**config.mk**
```make
export PLATFORM = sky130hd
export DESIGN_NAME = quad_edge_decoder
export DESIGN_NICKNAME = d
export VERILOG_FILES = /design/src/rtl/qdec_pkg.sv /design/src/rtl/qdec_sync.sv /design/src/rtl/qdec_step.sv /design/src/rtl/qdec_errflag.sv /design/src/rtl/qdec_poscnt.sv /design/src/rtl/quad_edge_decoder.sv
export SDC_FILE = /design/constraint.sdc
export NUM_CORES = 1
export LEC_CHECK = 0
export BUFFER_PORTS_ARGS = -buffer_cell sky130_fd_sc_hd__buf_2
export CAP_MARGIN = 25
export CORE_AREA = 2 2 61 63
export DETAILED_ROUTE_END_ITERATION = 10
export DIE_AREA = 0 0 63 65
export GPL_TIMING_DRIVEN = 0
export PLACE_DENSITY = 0.79
export RECOVER_POWER = 25
export SYNTH_ARGS = -nofsm -noshare
export SYNTH_HDL_FRONTEND = slang
export SYNTH_SLANG_ARGS = --single-unit
export TNS_END_PERCENT = 5
```
**constraint.sdc**
```tcl
create_clock -name clk -period 4.1 [get_ports clk]
set_input_delay 0.615 -clock clk [delete_from_list [all_inputs] [get_ports clk]]
set_output_delay 0.615 -clock clk [all_outputs]
set_load 0.02 [all_outputs]
```
**src/rtl/qdec_pkg.sv**
```systemverilog
// Shared types and the direction decision used by the quadrature decoder.
// Assumes the edge code bits: [2] valid, [1] channel (1 = B), [0] rising.
package qdec_pkg;

    typedef enum logic [2:0] {
        EDGE_NONE   = 3'b000,
        EDGE_A_FALL = 3'b100,
        EDGE_A_RISE = 3'b101,
        EDGE_B_FALL = 3'b110,
        EDGE_B_RISE = 3'b111
    } edge_kind_e;

    // Decide the direction after edge 'now_e' given the previous edge 'last_e'.
    function automatic logic next_direction(edge_kind_e last_e, edge_kind_e now_e, logic dir_now);
        logic [2:0] lb;
        logic [2:0] nb;
        lb = last_e;
        nb = now_e;
        if (!lb[2]) begin
            return dir_now;
        end else if (lb[1] == nb[1]) begin
            return !dir_now;
        end else if (!lb[1]) begin
            return (lb[0] == nb[0]);
        end else begin
            return (lb[0] != nb[0]);
        end
    endfunction

endpackage

```
**src/rtl/qdec_sync.sv**
```systemverilog
// Multi-stage synchronizer with a one-cycle history register per bit.
// Assumes STAGES >= 1; all flops reset to 0, so inputs should idle low at reset.
module qdec_sync #(
    parameter int W      = 2,
    parameter int STAGES = 2
) (
    input  logic         clk,
    input  logic         rst_n,
    input  logic [W-1:0] din,
    output logic [W-1:0] cur,
    output logic [W-1:0] prev
);
    logic [W-1:0] stage_q [STAGES];
    logic [W-1:0] prev_q;

    generate
        for (genvar g = 0; g < STAGES; g++) begin : g_stage
            // Shift the sampled inputs one stage further along the chain.
            always_ff @(posedge clk) begin
                if (!rst_n) stage_q[g] <= '0;
                else if (g == 0) stage_q[g] <= din;
                else stage_q[g] <= stage_q[(g == 0) ? 0 : g-1];
            end
        end
    endgenerate

    // Hold the last synchronized value for edge comparison.
    always_ff @(posedge clk) begin
        if (!rst_n) prev_q <= '0;
        else prev_q <= stage_q[STAGES-1];
    end

    assign cur  = stage_q[STAGES-1];
    assign prev = prev_q;
endmodule

```
**src/rtl/qdec_step.sv**
```systemverilog
// Edge classifier and direction state machine. Registers one step per
// single-channel edge and an error event when both channels move together.
// Assumes cur/prev come from the same synchronizer sample pair.
module qdec_step
    import qdec_pkg::*;
(
    input  logic clk,
    input  logic rst_n,
    input  logic a_cur,
    input  logic a_prev,
    input  logic b_cur,
    input  logic b_prev,
    output logic cnt_pulse,
    output logic cnt_up,
    output logic dir_up,
    output logic err_evt
);
    edge_kind_e last_q, last_d, this_edge;
    logic dir_q, dir_d, pulse_q, pulse_d, up_q, err_q, err_d;
    logic a_moved, b_moved;

    assign a_moved = a_cur ^ a_prev;
    assign b_moved = b_cur ^ b_prev;

    // Classify the present edge and pick the next direction and record.
    always_comb begin
        this_edge = EDGE_NONE;
        if (a_moved) this_edge = a_cur ? EDGE_A_RISE : EDGE_A_FALL;
        else if (b_moved) this_edge = b_cur ? EDGE_B_RISE : EDGE_B_FALL;
        last_d  = last_q;
        dir_d   = dir_q;
        pulse_d = 1'b0;
        err_d   = 1'b0;
        if (a_moved && b_moved) begin
            err_d = 1'b1;
        end else if (a_moved || b_moved) begin
            pulse_d = 1'b1;
            dir_d   = next_direction(last_q, this_edge, dir_q);
            last_d  = this_edge;
        end
    end

    // Register the decision state and the step outputs.
    always_ff @(posedge clk) begin
        if (!rst_n) begin
            last_q  <= EDGE_NONE;
            dir_q   <= 1'b1;
            pulse_q <= 1'b0;
            up_q    <= 1'b1;
            err_q   <= 1'b0;
        end else begin
            last_q  <= last_d;
            dir_q   <= dir_d;
            pulse_q <= pulse_d;
            up_q    <= dir_d;
            err_q   <= err_d;
        end
    end

    assign cnt_pulse = pulse_q;
    assign cnt_up    = up_q;
    assign dir_up    = dir_q;
    assign err_evt   = err_q;

    AST_STEP_DIR_AGREE: assert property (@(posedge clk) disable iff (!rst_n)
        cnt_pulse |-> (cnt_up == dir_up)) else $error("step direction mismatch");
    AST_DIR_ONLY_ON_STEP: assert property (@(posedge clk) disable iff (!rst_n)
        !cnt_pulse |-> $stable(dir_up)) else $error("direction changed without step");
    AST_ERR_NO_STEP: assert property (@(posedge clk) disable iff (!rst_n)
        err_evt |-> !cnt_pulse) else $error("step on phase error");
endmodule

```
**src/rtl/qdec_errflag.sv**
```systemverilog
// Sticky phase-error flag: set by an error event, cleared by a clear pulse.
// Assumes a set in the same cycle as a clear wins.
module qdec_errflag (
    input  logic clk,
    input  logic rst_n,
    input  logic set,
    input  logic clr,
    output logic flag
);
    logic flag_q;

    // Hold the flag until cleared; a new error takes priority.
    always_ff @(posedge clk) begin
        if (!rst_n) flag_q <= 1'b0;
        else if (set) flag_q <= 1'b1;
        else if (clr) flag_q <= 1'b0;
    end

    assign flag = flag_q;

    AST_ERR_STICKY: assert property (@(posedge clk) disable iff (!rst_n)
        (flag && !clr) |=> flag) else $error("flag lost without clear");
    AST_ERR_SETS: assert property (@(posedge clk) disable iff (!rst_n)
        set |=> flag) else $error("flag not set");
endmodule

```
**src/rtl/qdec_poscnt.sv**
```systemverilog
// Signed up/down position counter advanced by one per step, wrapping in
// two's complement. Assumes step_up is valid whenever step_en is high.
module qdec_poscnt #(
    parameter int CNT_W = 16
) (
    input  logic             clk,
    input  logic             rst_n,
    input  logic             step_en,
    input  logic             step_up,
    output logic [CNT_W-1:0] position
);
    localparam logic [CNT_W-1:0] ONE = CNT_W'(1);
    logic [CNT_W-1:0] pos_q;

    // Move the count one step in the requested direction.
    always_ff @(posedge clk) begin
        if (!rst_n) pos_q <= '0;
        else if (step_en) pos_q <= step_up ? pos_q + ONE : pos_q - ONE;
    end

    assign position = pos_q;

    AST_POS_INC: assert property (@(posedge clk) disable iff (!rst_n)
        (step_en && step_up) |=> (position == $past(position) + ONE)) else $error("bad increment");
    AST_POS_DEC: assert property (@(posedge clk) disable iff (!rst_n)
        (step_en && !step_up) |=> (position == $past(position) - ONE)) else $error("bad decrement");
    AST_POS_HOLD: assert property (@(posedge clk) disable iff (!rst_n)
        !step_en |=> $stable(position)) else $error("count moved without step");
endmodule

```
**src/rtl/quad_edge_decoder.sv**
```systemverilog
// Quadrature edge decoder top: synchronizes A/B, optionally swaps them,
// decodes each edge into a step with direction, keeps a sticky phase-error
// flag with gated interrupt, and drives a signed position counter.
// Assumes inputs idle low during reset.
module quad_edge_decoder #(
    parameter int CNT_W       = 16,
    parameter int SYNC_STAGES = 2
) (
    input  logic             clk,
    input  logic             rst_n,
    input  logic             in_a,
    input  logic             in_b,
    input  logic             swap,
    input  logic             irq_en,
    input  logic             err_clr,
    output logic             cnt_pulse,
    output logic             cnt_up,
    output logic             dir_up,
    output logic             phase_err,
    output logic             irq,
    output logic [CNT_W-1:0] position
);
    localparam int CH = 2;

    logic [CH-1:0] s_cur, s_prev;
    logic a_cur, a_prev, b_cur, b_prev;
    logic err_evt;

    qdec_sync #(.W(CH), .STAGES(SYNC_STAGES)) u_sync (
        .clk(clk), .rst_n(rst_n), .din({in_b, in_a}),
        .cur(s_cur), .prev(s_prev)
    );

    // Exchange channels after synchronization so a swap change makes no edge.
    always_comb begin
        a_cur  = swap ? s_cur[1]  : s_cur[0];
        a_prev = swap ? s_prev[1] : s_prev[0];
        b_cur  = swap ? s_cur[0]  : s_cur[1];
        b_prev = swap ? s_prev[0] : s_prev[1];
    end

    qdec_step u_step (
        .clk(clk), .rst_n(rst_n),
        .a_cur(a_cur), .a_prev(a_prev), .b_cur(b_cur), .b_prev(b_prev),
        .cnt_pulse(cnt_pulse), .cnt_up(cnt_up), .dir_up(dir_up), .err_evt(err_evt)
    );

    qdec_errflag u_err (
        .clk(clk), .rst_n(rst_n), .set(err_evt), .clr(err_clr), .flag(phase_err)
    );

    qdec_poscnt #(.CNT_W(CNT_W)) u_cnt (
        .clk(clk), .rst_n(rst_n), .step_en(cnt_pulse), .step_up(cnt_up),
        .position(position)
    );

    assign irq = phase_err & irq_en;

    AST_IRQ_NEEDS_EN: assert property (@(posedge clk) disable iff (!rst_n)
        !irq_en |-> !irq) else $error("interrupt while disabled");
endmodule

```
==> results_tabular.tex <==
\begin{tabular}{lr}
\hline
Metric & Value \\
\hline
\multicolumn{2}{l}{\textbf{Worst setup path}} \\
\quad Arr. time, crit path & 2920 ps \\
\quad Worst reg-to-reg path cell count & 8 \\
\quad CP Class & reg -> reg \\
\quad Worst r2r dst & u\_cnt.position[12] \\
\quad Largest fanout on the critical path & 16 \\
\quad CP Data Required Time & 4330 ps \\
\quad Worst R2R Start & u\_step.dir\_up \\
\quad Type of destination of the critical path & register \\
\quad Launching element type of the critical path & register \\
\quad Register-to-register setup slack & 1410 ps \\
\multicolumn{2}{l}{\textbf{Synthesis}} \\
\quad Largest area contributor in the synthesized netlist & dfxtp\_1 \\
\quad Number of enable flip-flop cells after synthesis & 0 \\
\quad Synth top area cells & dfxtp\_1 (30\%), ha\_1 (12\%), mux2i\_1 (4.2\%), a21oi\_1 (3.9\%), and2\_1 (3.6\%) \\
\quad Number of library cell types mapped by synthesis & 48 \\
\quad Total number of yosys warnings & 0 \\
\quad Cells after synthesis & 221 \\
\quad Area share of the largest cell type after synthesis & 30.2\% \\
\quad Synth Net Count & 247 \\
\quad Cell area after synthesis & 1920 um2 \\
\quad Async SR Flop Fraction & 0\% \\
\quad Post-Synthesis Mean Instance Area & 8.68 um2 \\
\quad Dominant register cell in the synthesized netlist & dfxtp\_1 \\
\quad Register bit total from synthesis & 29 \\
\quad Register area share after synthesis & 30.2\% \\
\multicolumn{2}{l}{\textbf{STA}} \\
\quad Tightest Pin Transition & 616 ps \\
\quad Final Hold Violating Endpoints & 0 \\
\quad Min Clock Period, post-route & 2690 ps \\
\quad Final count of pins violating max slew & 0 \\
\quad Setup total negative slack & 0 ps \\
\quad Timing-limited maximum frequency & 372 MHz \\
\quad Worst setup margin & 1410 ps \\
\quad Worst hold-check slack & 443 ps \\
\quad Final setup fails & 0 \\
\quad Layout Skew & 8.43 ps \\
\quad RSZ-0062 raised after global routing & no \\
\quad Max\_slew headroom & 58.9\% \\
\quad Post-route fraction of the period consumed by the critical path & 65.6\% \\
\multicolumn{2}{l}{\textbf{Global routing}} \\
\quad First-pass GRT wire length & 7.12 mm \\
\quad Antenna violations before repair & 0 \\
\quad Pin count of the biggest net entering global routing & 17 \\
\quad Gr usage total & 22.0\% \\
\quad Via count of the first global-routing pass & 1594 \\
\quad Grt ovf & 0 \\
\multicolumn{2}{l}{\textbf{Drt}} \\
\quad Post-route DRC & 0 \\
\quad Count of TritonRoute iterations in the first routing pass & 4 \\
\quad Vias per Instance & 5.60 \\
\quad Remaining antenna violation count & 0 \\
\quad Drt first-iter violations & 67 \\
\quad Routed WL per cell & 13.3 um \\
\quad Via count & 1703 \\
\quad Aggregate routed wire length & 4.03 mm \\
\multicolumn{2}{l}{\textbf{Die}} \\
\quad Initial Utilization & 54.9\% \\
\quad \# rows & 22 \\
\quad Die H & 65 um \\
\quad Chip width & 63 um \\
\quad Core ar. & 3500 um2 \\
\quad Area of the die & 4100 um2 \\
\quad Number of I/O pins & 28 \\
\multicolumn{2}{l}{\textbf{Power and ir drop}} \\
\quad Power, Total & 600 uW \\
\quad P per Cell Area & 278 nW/um2 \\
\quad Static leakage & 0.000923 uW \\
\quad Worst IR Drop VDD & 0.229 mV \\
\multicolumn{2}{l}{\textbf{Final layout}} \\
\quad Count of inserted antenna diode cells & 0 \\
\quad Sequential cell area & 581 um2 \\
\quad Post-layout net count & 281 \\
\quad Signed area change from the synthesized netlist to the final layout & 12.5\% \\
\quad Most frequent cells in the layout & dfxtp\_1 (29), buf\_2 (23), ha\_1 (18) \\
\quad Layout cell share with drive strength beyond 1 & 14.8\% \\
\quad Summed area of non-filler cells in the final layout & 2160 um2 \\
\quad Most frequent standard cell in the layout excluding fill and tap cells & dfxtp\_1 \\
\quad Area of the multi-input gates & 1260 um2 \\
\quad Number of fill cells & 341 \\
\multicolumn{2}{l}{\textbf{Clocking}} \\
\quad Clock network latency to the later pin of the worst-skew pair & 340 ps \\
\quad Post-CTS setup-driven buffer insertion count & 0 \\
\quad TritonCTS clock tree & done \\
\quad Maximum root-to-sink buffer count & 2 \\
\quad Clk sinks & 29 \\
\quad Clock-pin slew of the registers on the worst-case setup and hold paths & 100 ps \\
\quad H-tree levels & 2 \\
\quad Root Driver & clkbuf\_4 \\
\quad Post-CTS resize count & 0 \\
\quad Hold buffer count at cts & 0 \\
\quad Number of buffers created by CTS & 5 \\
\multicolumn{2}{l}{\textbf{Worst hold path}} \\
\quad Hold crit path type & reg -> reg \\
\quad WHS Path Cells & 1 \\
\quad Worst Hold Path EP & u\_sync.stage\_q[1][0] \\
\quad Worst hold path startpoint & u\_sync.stage\_q[0][0] \\
\multicolumn{2}{l}{\textbf{Place}} \\
\quad Cell area after placement & 2110 um2 \\
\quad Port Buffer Count & 27 \\
\quad Pre-CTS setup slack & 1450 ps \\
\quad Detailed placer's ending HPWL & 3.01 mm \\
\quad Routability cong. & 0.843 \\
\multicolumn{2}{l}{\textbf{Flow run}} \\
\quad Max-cap violations & 0 \\
\multicolumn{2}{l}{\textbf{Status}} \\
\quad Status & complete, no violations \\
\hline
\end{tabular}
-- synthesized netlist by cell type, types with 2 or more instances --
cell	number
nor2b_1	10
mux2i_1	8
and2_1	11
a211oi_1	5
a21oi_1	15
a21o_1	2
o211ai_1	4
o211ai_2	2
ha_1	18
xnor2_1	7
dfxtp_1	29
o21ai_0	8
inv_1	11
clkbuf_1	5
nand4b_1	2
a21oi_2	2
o211a_1	3
nand2b_1	6
o21ai_1	2
xor2_1	6
nand2_1	15
nand4_1	6
nor3b_1	2
nor2_1	6
nand3_1	12
o21a_1	2
-- final cells by class --
cell class                      instances  share of cell area (%)
Clock buffer                            6                    1.91
Sequential cell                        29                    26.9
Multi-Input combinational cell        172                    58.3
Clock inverter                          2                   0.463
Buffer                                  8                    1.56
Inverter                               12                    2.09
Tap cell                               48                    2.78
Timing Repair Buffer                   27                    6.03
-- flip-flops by register name (all words and copies together), names as in the netlist --
| name | flops |
|---|---|
| u_cnt.position | 16 |
| u_err.flag | 1 |
| u_step.cnt_pulse | 1 |
| u_step.dir_up | 1 |
| u_step.err_evt | 1 |
| u_step.last_q | 3 |
| u_sync.prev | 2 |
| u_sync.stage_q | 4 |
-- power by group --
part | switching (uW) | total [uW] | internal [uW]
Sequential | 12.7 | 307 | 294
Clock | 105 | 171 | 65.2
Combinational | 74.2 | 122 | 47.9
-- cell families (layout without fill, tap and decap cells) --
group | after synthesis | count (layout) | synth area share [%]
simple gates | 75 | 75 | 21.6
compound gates | 56 | 56 | 20.5
buf+inv | 20 | 55 | 4.17
mux | 9 | 9 | 4.76
xor+xnor | 13 | 13 | 5.93
flops | 29 | 29 | 30.2
fa+ha+maj | 19 | 19 | 12.8
-- critical path, stage by stage (launching register included) --
cell and delay (ps):
dfxtp_1 530, inv_1 380, ha_1 460, a21oi_1 180, nor2_1 70, a211oi_1 410, a21oi_2 100, mux2i_1 130
a311o_1 310
-- through the flow --
step / util, % / instances
floorplan: - / 221
global placement: 60.5 / 296
detailed placement: 60.5 / 296
CTS: 62.0 / 304
global route: 61.8 / 304
finish: 61.8 / 304
-- metal layers --
metal / vias to the layer above / GRT usage, % / part of all wire (%)
met1: 799 / 27.5 / 48
li1: 871 / - / -
met3: 6 / 5.73 / 3.9
met2: 27 / 36.0 / 46
met4: 0 / 8.61 / 1.5
met5: - / 0 / 0
-- worst max path at each step --
stage,from,slack (ps),endpoint
3_3_place_gp,swap,1460,u_step.dir_up
5_1_grt,u_step.dir_up,1200,u_cnt.position[14]
2_1_floorplan,u_step.dir_up,1640,u_cnt.position[12]
4_1_cts,u_step.dir_up,1450,u_cnt.position[12]
6_report,u_step.dir_up,1410,u_cnt.position[12]
3_5_place_dp,swap,1450,u_step.dir_up
Power figures use the tool's default switching activity.
